File: config.mk
export PLATFORM = sky130hd
export DESIGN_NAME = spi_cmd_rx
export DESIGN_NICKNAME = d
export VERILOG_FILES = /design/src/rtl/spi_cmd_pkg.sv /design/src/rtl/spi_cmd_sync.sv /design/src/rtl/spi_cmd_framer.sv /design/src/rtl/spi_cmd_decode.sv /design/src/rtl/spi_cmd_rx.sv
export SDC_FILE = /design/constraint.sdc
export NUM_CORES = 1
export LEC_CHECK = 0
export BUFFER_PORTS_ARGS = -buffer_cell sky130_fd_sc_hd__buf_2
export CAP_MARGIN = 20
export CORE_UTILIZATION = 53
export CTS_BUF_LIST = sky130_fd_sc_hd__clkbuf_16
export CTS_CLUSTER_SIZE = 40
export DETAILED_ROUTE_END_ITERATION = 12
export GPL_TIMING_DRIVEN = 0
export PLACE_DENSITY = 0.82
export SETUP_SLACK_MARGIN = 0.2
export SYNTH_ARGS = -nofsm -noshare
export SYNTH_HDL_FRONTEND = slang
export SYNTH_SLANG_ARGS = --single-unit
File: constraint.sdc
create_clock -name clk -period 1.8 [get_ports clk]
set_input_delay 0.27 -clock clk [delete_from_list [all_inputs] [get_ports clk]]
set_output_delay 0.27 -clock clk [all_outputs]
set_load 0.03 [all_outputs]
File: src/rtl/spi_cmd_pkg.sv
`timescale 1ns/1ps
package spi_cmd_pkg;

   typedef enum logic [1:0] {
      ACT_NONE  = 2'd0,
      ACT_MODE  = 2'd1,
      ACT_TRACE = 2'd2,
      ACT_PASS  = 2'd3
   } cmd_act_e;

   function automatic cmd_act_e classify_op(input logic [7:0] op,
                                            input logic [7:0] op_mode,
                                            input logic [7:0] op_trace);
      if (op == op_mode)       return ACT_MODE;
      else if (op == op_trace) return ACT_TRACE;
      else                     return ACT_PASS;
   endfunction

endpackage

File: src/rtl/spi_cmd_sync.sv
`timescale 1ns/1ps
module spi_cmd_sync #(
   parameter int                WIDTH   = 3,
   parameter int                STAGES  = 2,
   parameter logic [WIDTH-1:0]  RST_VAL = '0
) (
   input  logic             clk,
   input  logic             rst_n,
   input  logic [WIDTH-1:0] async_i,
   output logic [WIDTH-1:0] sync_o
);

   for (genvar b = 0; b < WIDTH; b++) begin : g_bit
      logic [STAGES-1:0] chain;
      always_ff @(posedge clk or negedge rst_n) begin
         if (!rst_n) chain <= {STAGES{RST_VAL[b]}};
         else        chain <= {chain[STAGES-2:0], async_i[b]};
      end
      assign sync_o[b] = chain[STAGES-1];
   end

endmodule

File: src/rtl/spi_cmd_framer.sv
`timescale 1ns/1ps
module spi_cmd_framer #(
   parameter int FRAME_W = 16,
   localparam int CNT_MAX = FRAME_W + 1,
   localparam int CNT_W   = $clog2(CNT_MAX + 1)
) (
   input  logic               clk,
   input  logic               rst_n,
   input  logic               cs_n_s,
   input  logic               sck_s,
   input  logic               mosi_s,
   output logic               frm_valid,
   output logic [FRAME_W-1:0] frm_word,
   output logic [CNT_W-1:0]   bit_cnt
);

   logic               cs_n_d;
   logic               sck_d;
   logic [FRAME_W-1:0] shreg;
   logic               sck_rise;
   logic               cs_release;
   logic               full_count;

   assign sck_rise   = sck_s & ~sck_d;
   assign cs_release = cs_n_s & ~cs_n_d;
   assign full_count = (bit_cnt == CNT_W'(FRAME_W));

   always_ff @(posedge clk or negedge rst_n) begin
      if (!rst_n) begin
         cs_n_d    <= 1'b1;
         sck_d     <= 1'b0;
         shreg     <= '0;
         bit_cnt   <= '0;
         frm_valid <= 1'b0;
         frm_word  <= '0;
      end else begin
         cs_n_d    <= cs_n_s;
         sck_d     <= sck_s;
         frm_valid <= 1'b0;
         if (cs_n_s) begin
            if (cs_release && full_count) begin
               frm_valid <= 1'b1;
               frm_word  <= shreg;
            end
            bit_cnt <= '0;
         end else if (sck_rise) begin
            shreg <= {shreg[FRAME_W-2:0], mosi_s};
            if (bit_cnt != CNT_W'(CNT_MAX))
               bit_cnt <= bit_cnt + CNT_W'(1);
         end
      end
   end

endmodule

File: src/rtl/spi_cmd_decode.sv
`timescale 1ns/1ps
module spi_cmd_decode
   import spi_cmd_pkg::*;
#(
   parameter int                CMD_W     = 4,
   parameter int                DATA_W    = 12,
   parameter logic [CMD_W-1:0]  OP_SET_MODE = 4'h1,
   parameter logic [CMD_W-1:0]  OP_TRACE    = 4'h2,
   parameter logic [DATA_W-1:0] MODE_RST    = '0,
   localparam int FRAME_W = CMD_W + DATA_W
) (
   input  logic               clk,
   input  logic               rst_n,
   input  logic               frm_valid,
   input  logic [FRAME_W-1:0] frm_word,
   output logic [DATA_W-1:0]  mode_q,
   output logic               trace_en,
   output logic               cmd_strobe,
   output logic [CMD_W-1:0]   cmd_code,
   output logic [DATA_W-1:0]  cmd_data
);

   logic [CMD_W-1:0]  op;
   logic [DATA_W-1:0] payload;
   cmd_act_e          act;

   assign op      = frm_word[FRAME_W-1 -: CMD_W];
   assign payload = frm_word[DATA_W-1:0];

   always_comb begin
      if (frm_valid)
         act = classify_op(8'(op), 8'(OP_SET_MODE), 8'(OP_TRACE));
      else
         act = ACT_NONE;
   end

   always_ff @(posedge clk or negedge rst_n) begin
      if (!rst_n) begin
         mode_q     <= MODE_RST;
         trace_en   <= 1'b0;
         cmd_strobe <= 1'b0;
         cmd_code   <= '0;
         cmd_data   <= '0;
      end else begin
         cmd_strobe <= 1'b0;
         unique case (act)
            ACT_MODE:  mode_q   <= payload;
            ACT_TRACE: trace_en <= payload[0];
            ACT_PASS: begin
               cmd_strobe <= 1'b1;
               cmd_code   <= op;
               cmd_data   <= payload;
            end
            default: ;
         endcase
      end
   end

endmodule

File: src/rtl/spi_cmd_rx.sv
`timescale 1ns/1ps
module spi_cmd_rx #(
   parameter int                CMD_W       = 4,
   parameter int                DATA_W      = 12,
   parameter int                SYNC_STAGES = 2,
   parameter logic [CMD_W-1:0]  OP_SET_MODE = 4'h1,
   parameter logic [CMD_W-1:0]  OP_TRACE    = 4'h2,
   parameter logic [DATA_W-1:0] MODE_RST    = '0,
   localparam int FRAME_W = CMD_W + DATA_W,
   localparam int CNT_W   = $clog2(FRAME_W + 2)
) (
   input  logic              clk,
   input  logic              rst_n,
   input  logic              spi_cs_n,
   input  logic              spi_sck,
   input  logic              spi_mosi,
   output logic [DATA_W-1:0] mode_q,
   output logic              trace_en,
   output logic              cmd_strobe,
   output logic [CMD_W-1:0]  cmd_code,
   output logic [DATA_W-1:0] cmd_data
);

   if (SYNC_STAGES < 2) begin : g_bad_sync
      $error("spi_cmd_rx: SYNC_STAGES must be at least 2");
   end
   if (CMD_W < 1 || CMD_W > 8 || DATA_W < 1) begin : g_bad_width
      $error("spi_cmd_rx: CMD_W must be 1..8 and DATA_W at least 1");
   end
   if (OP_SET_MODE == OP_TRACE) begin : g_bad_ops
      $error("spi_cmd_rx: the two register opcodes must differ");
   end

   logic [2:0]         pins_s;
   logic               frm_valid;
   logic [FRAME_W-1:0] frm_word;
   logic [CNT_W-1:0]   bit_cnt;

   spi_cmd_sync #(
      .WIDTH   (3),
      .STAGES  (SYNC_STAGES),
      .RST_VAL (3'b100)
   ) sync_i (
      .clk     (clk),
      .rst_n   (rst_n),
      .async_i ({spi_cs_n, spi_sck, spi_mosi}),
      .sync_o  (pins_s)
   );

   spi_cmd_framer #(
      .FRAME_W (FRAME_W)
   ) framer_i (
      .clk       (clk),
      .rst_n     (rst_n),
      .cs_n_s    (pins_s[2]),
      .sck_s     (pins_s[1]),
      .mosi_s    (pins_s[0]),
      .frm_valid (frm_valid),
      .frm_word  (frm_word),
      .bit_cnt   (bit_cnt)
   );

   spi_cmd_decode #(
      .CMD_W       (CMD_W),
      .DATA_W      (DATA_W),
      .OP_SET_MODE (OP_SET_MODE),
      .OP_TRACE    (OP_TRACE),
      .MODE_RST    (MODE_RST)
   ) decode_i (
      .clk        (clk),
      .rst_n      (rst_n),
      .frm_valid  (frm_valid),
      .frm_word   (frm_word),
      .mode_q     (mode_q),
      .trace_en   (trace_en),
      .cmd_strobe (cmd_strobe),
      .cmd_code   (cmd_code),
      .cmd_data   (cmd_data)
   );

endmodule

# --- Yosys cells after proc, flatten, opt, wreduce, memory -nomap -nowiden ---
# Cells that the tools add are included.
# W data, S select, Z words.
totals:
  out_inout_bits: 30
  ff_bits: 76
classes:
  addsub: 1
  reduce_logical: 6
  eq_ne: 7
  n_bitwise: 5
  mux: 9
op_table:
  columns: ["cell", "count"]
  rows:
  - ["$mux W5", 3]
  - ["$reduce_and A2 Y1", 3]
  - ["$add A5 B1 Y5 const B", 1]
  - ["$eq A5 B5 Y1 const B", 1]
  - ["$ne A5 B5 Y1 const B", 1]
  - ["$eq A2 B2 Y1 const B", 2]
  - ["$eq A4 B1 Y1 const B", 1]
  - ["$eq A4 B2 Y1 const B", 1]
  - ["$mux W1", 4]
  - ["$mux W2", 2]
  - ["$reduce_bool A2 Y1", 2]
  - ["$not A1 Y1", 3]
  - ["$and A1 B1 Y1", 2]
  - ["$eq A2 B1 Y1 const B", 1]
  - ["$logic_and A1 B1 Y1", 1]

# --- Depth between registers and ports, before layout ---
depth:
  depth_word: 6
  mapped_depth: 5
  mapped_depth_nobuf: 4

# --- Cells and area by module ---
# A second synthesis with hierarchy kept.
unflattened:
  hier_cells: 192
  area_unflattened_um2: 3019.1
modules_own_cells:
  columns: ["mod", "cells_each", "seq_area_each_um2", "instances", "area_each_um2"]
  rows:
  - ["spi_cmd_framer", 105, 1002.2, 1, 1642.8]
  - ["spi_cmd_decode", 78, 750.7, 1, 1201.2]
  - ["spi_cmd_sync", 9, 152.6, 1, 175.2]

# --- Worst setup path before layout ---
# No wires, ideal clock.
synth_timing:
  path_kind: "reg2reg"
  start: "reg framer_i.frm_word[15]"
  end: "reg decode_i.cmd_data[10]"
  period_less_slack_ns: 1.513
  setup_slack_ns: 0.287
  setup_ns: 0.125
  t_arrival_ns: 1.389
  stages_incl_launch_ff: 5
  path_cell_list: "dfrtp_1 > or2_2 > o21ai_2 > buf_6 > mux2_2"
synth_between:
  elab_chain_len: 5
  word_cells_on_any_way: 6
synth_rtl:
  columns: ["element", "line", "source"]
  rows:
  - ["start: declaration", "spi_cmd_framer.sv:13", "output logic [FRAME_W-1:0] frm_word,"]
  - ["start signal: assignment", "spi_cmd_framer.sv:43", "frm_word <= shreg;"]
  - ["$eq A4 B2 Y1", "spi_cmd_pkg.sv:15", "else if (op == op_trace) return ACT_TRACE;"]
  - ["$mux W1", "spi_cmd_pkg.sv:15", null]
  - ["$mux W2 *", "spi_cmd_pkg.sv:14", "if (op == op_mode) return ACT_MODE;"]
  - ["$mux W2 *", "spi_cmd_decode.sv:31", "if (frm_valid)"]
  - ["$eq A2 B2 Y1 *", "spi_cmd_decode.sv:46", "unique case (act)"]
  - ["end signal: assignment", "spi_cmd_decode.sv:52", "cmd_data <= payload;"]
  - ["end: declaration", "spi_cmd_decode.sv:20", "output logic [DATA_W-1:0] cmd_data"]
# Mark *: on every way between the ends. The rest lies on a longest branch, timed or not.
# A chain may end at the register's enable or synchronous reset.

# --- Worst setup path in the final report ---
layout_timing:
  start: "reg framer_i.frm_word[15]"
  end: "reg decode_i.cmd_data[3]"
# Same word-level chain as after synthesis.

==> metrics.yaml <==
clock_latency_ps: 320
tns_ps: 0
r2r_start: "framer_i.frm_word[15]"
drc_errors: 0
cts_buffers: 9
grtUsageTotal_pct: 18.21
crit_family: "flip-flops"
fin_util_pct: 68.28
holdPathEnd: "sync_i.g_bit[2].chain[0]"
syn-num-nets: 197
cts_tree: "yes"
fp.dieH_microns: 76.85
drv_slew: 0
fmax_mhz: 627.4
io_pins: 35
place.port_buffers: 34
nNetsFinal: 248
diodes: 0
period_share_pct: 88.54
drt_iter0_markers: 54
vias: 1633
area_delta_synth_final_pct: 20.44
first_global_vias: 1618
synth_area_per_cell_sq_um: 15.71
core_sq_um: 5238
leakage_nw: 1.925
tightest_slew_ps: 350.8
synth_area_sq_um: 2969
grt_first_pass_wirelength_microns: 8079
cp_cell_sequence: "or2_2 -> o21ai_4 -> buf_8 -> mux2_2"
whs_path_depth: 1
rr_worst_depth: 4
arrival_ps: 1800
maxCapViolations: 0
die-area_sq_um: 5905
start_util_pct: 56.69
overflow: 0
placementRows: 26
die_x_microns: 76.85
yosys_warnings: 0
avgRoutedWirePerCell_microns: 15.12
fillerInstances: 358
worstSetupPathType: "register to register"
slowest_delay_ps: 410
hp-class: "primary input to register"
hp-start: "spi_cs_n"
antenna_found_initial: 0
cp_slowest_cell: "dfrtp_1"
max-vdd-ir-drop_mv: 0.6449
cts_root_buf: "clkbuf_16"
drt-pass1-iter-count: 4
synth-seq-area-share_pct: 64.18
cp_max_fo: 10
hpwlAfterDp_microns: 2950
cts-htree-levels: 3
start_kind: "register"
finalHoldViolCount: 0
viasPerCell: 5.201
period_needed_ps: 1594
p_per_area_nw_per_um2: 994.3
drt.antenna.violating_nets: 0
rsz0062_at_grt: "true"
routed_wl_microns: 4747
cp-end-kind: "register"
worstPathRequired_ps: 2010
drive_above_1_share_pct: 51.23
yosysUniqueCellTypes: 27
slew-limit-headroom_pct: 76.45
reg2reg_slack_ps: 210
grt_max_degree: 77
worstPathBufferInverterCount: 1
ys_seq_elements: 76
synth_cells: 189
setup_viol: 0
status: "complete, no violations"
skew_ps: 5.891
r2r_end: "decode_i.cmd_data[3]"
clk_pin_slew_ps: 50
cts_buffer_depth: 2
numClockSinks: 76
gp_congestion: 0.7590
-- kinds of logic after synthesis --
kind of cell,Yosys count,synth area share (%)
compound gates,13,2.823
flops,76,64.18
buf+inv,12,2.191
simple gates,23,5.015
fa+ha+maj,3,1.264
mux,61,24.23
xor+xnor,1,0.2950
-- layout make-up --
cell class,count,area [sq um],area share [%]
tap,70,87.58,2.449
multi-input combinational,101,1011,28.27
clock buffer,9,225.2,6.298
inverter,6,22.52,0.6298
timing repair buffer,40,240.2,6.718
sequential,76,1906,53.29
buffer,6,57.56,1.610
clock inverter,6,26.28,0.7348
-- cell usage in the layout, fill, tap and decap left out --
cell type / n
nand2b_1: 1
clkinv_2: 3
mux2_4: 9
buf_2: 34
clkbuf_16: 9
o22ai_1: 2
o21ai_4: 1
nand2_1: 5
ha_1: 3
nor3b_2: 1
nor2b_1: 3
nor2_4: 1
buf_8: 2
dfstp_2: 3
a21oi_1: 5
nor2_1: 5
xnor2_1: 1
mux2_2: 51
inv_1: 9
mux2i_1: 1
nand4b_1: 2
o21ai_0: 2
buf_4: 7
dfrtp_1: 73
clkbuf_4: 1
buf_16: 1
dlygate4sd3_1: 1
a22o_1: 2
a32o_1: 1
nor3b_1: 1
nand4_1: 2
or2_2: 1
nand4b_4: 1
-- synth_stat cells --
library cell,number,area share (%)
nand4_1,2,0.42
nand4b_4,1,0.80
nor2b_1,3,0.63
nor2_1,5,0.63
ha_1,3,1.3
o21ai_0,2,0.34
xnor2_1,1,0.30
nor2_2,1,0.21
a22o_1,2,0.59
dfrtp_1,73,62
mux2_4,9,4.6
nand4b_1,2,0.59
nor3b_1,1,0.25
a32o_1,1,0.34
nand2b_1,1,0.21
inv_1,6,0.76
nand2_1,5,0.63
o22ai_1,2,0.42
buf_6,2,0.76
o21ai_2,1,0.30
or2_2,1,0.21
buf_2,4,0.67
dfstp_2,3,2.7
a21oi_1,5,0.84
nor3b_2,1,0.42
mux2i_1,1,0.34
mux2_2,51,19
-- per-stage QoR --
step	std cells	hold WS (ps)	power, mW	cell area (sq um)	worst slack [ps]
floorplan	189	-25.59	1.992	2969	286.7
global route	314	28.31	3.707	3576	153.3
global placement	293	335.2	2.055	3227	32.32
CTS	312	36.17	3.589	3558	199.3
finish	314	43.81	3.556	3576	206.2
detailed placement	294	313.1	2.069	3257	89.15
-- worst reg2reg max path: stages, from the launching register on --
cell     delay [ps]
dfrtp_1         410
or2_2           360
o21ai_4         200
buf_8           170
mux2_2          340
-- registers in the layout, summed over array words and instances, names as in the netlist --
name / cells
sync_i.g_bit.chain: 6
decode_i.cmd_data: 12
framer_i.bit_cnt: 5
decode_i.cmd_strobe: 1
framer_i.frm_word: 16
decode_i.mode_q: 12
decode_i.cmd_code: 4
framer_i.frm_valid: 1
decode_i.trace_en: 1
framer_i.cs_n_d: 1
framer_i.sck_d: 1
framer_i.shreg: 16
-- worst max-delay path by stage --
stage,startpoint,endpoint,slack (ps),depth (start not counted)
floorplan,framer_i.frm_word[15],decode_i.cmd_data[10],290,4
global placement,rst_n,decode_i.cmd_code[0],30,1
detailed placement,framer_i.frm_word[15],decode_i.cmd_data[3],90,4
CTS,framer_i.frm_word[15],decode_i.cmd_data[3],200,4
global route,framer_i.frm_word[15],decode_i.mode_q[4],150,4
finish,framer_i.frm_word[15],decode_i.cmd_data[3],210,4
-- what timing repair did --
| action | in CTS | in global routing |
|---|---|---|
| resized for setup | 6 | 1 |
| setup buffers | 2 | 2 |
| pin swaps | 2 | 2 |
| setup endpoints to repair | 31 | 32 |
| hold buffers | 1 | 0 |
| endpoints found under the hold margin | 73 | 0 |
-- where the power goes --
part / internal [mW] / total (mW) / switching (mW)
combinational: 0.0956 / 0.173 / 0.0770
clock: 0.900 / 1.51 / 0.606
sequential: 1.81 / 1.88 / 0.0666
total: 2.81 / 3.56 / 0.749
-- per-layer routing --
| layer | part of all wire, % | wire length [microns] | global-route usage, % |
|---|---|---|---|
| met3 | 3.8 | 181 | 4.286 |
| met2 | 48 | 2293 | 27.50 |
| met1 | 46 | 2194 | 24.41 |
| met5 | 0 | 0 | 0 |
| met4 | 1.6 | 78 | 9.808 |
Note: power is estimated with default switching activity, not from simulation.
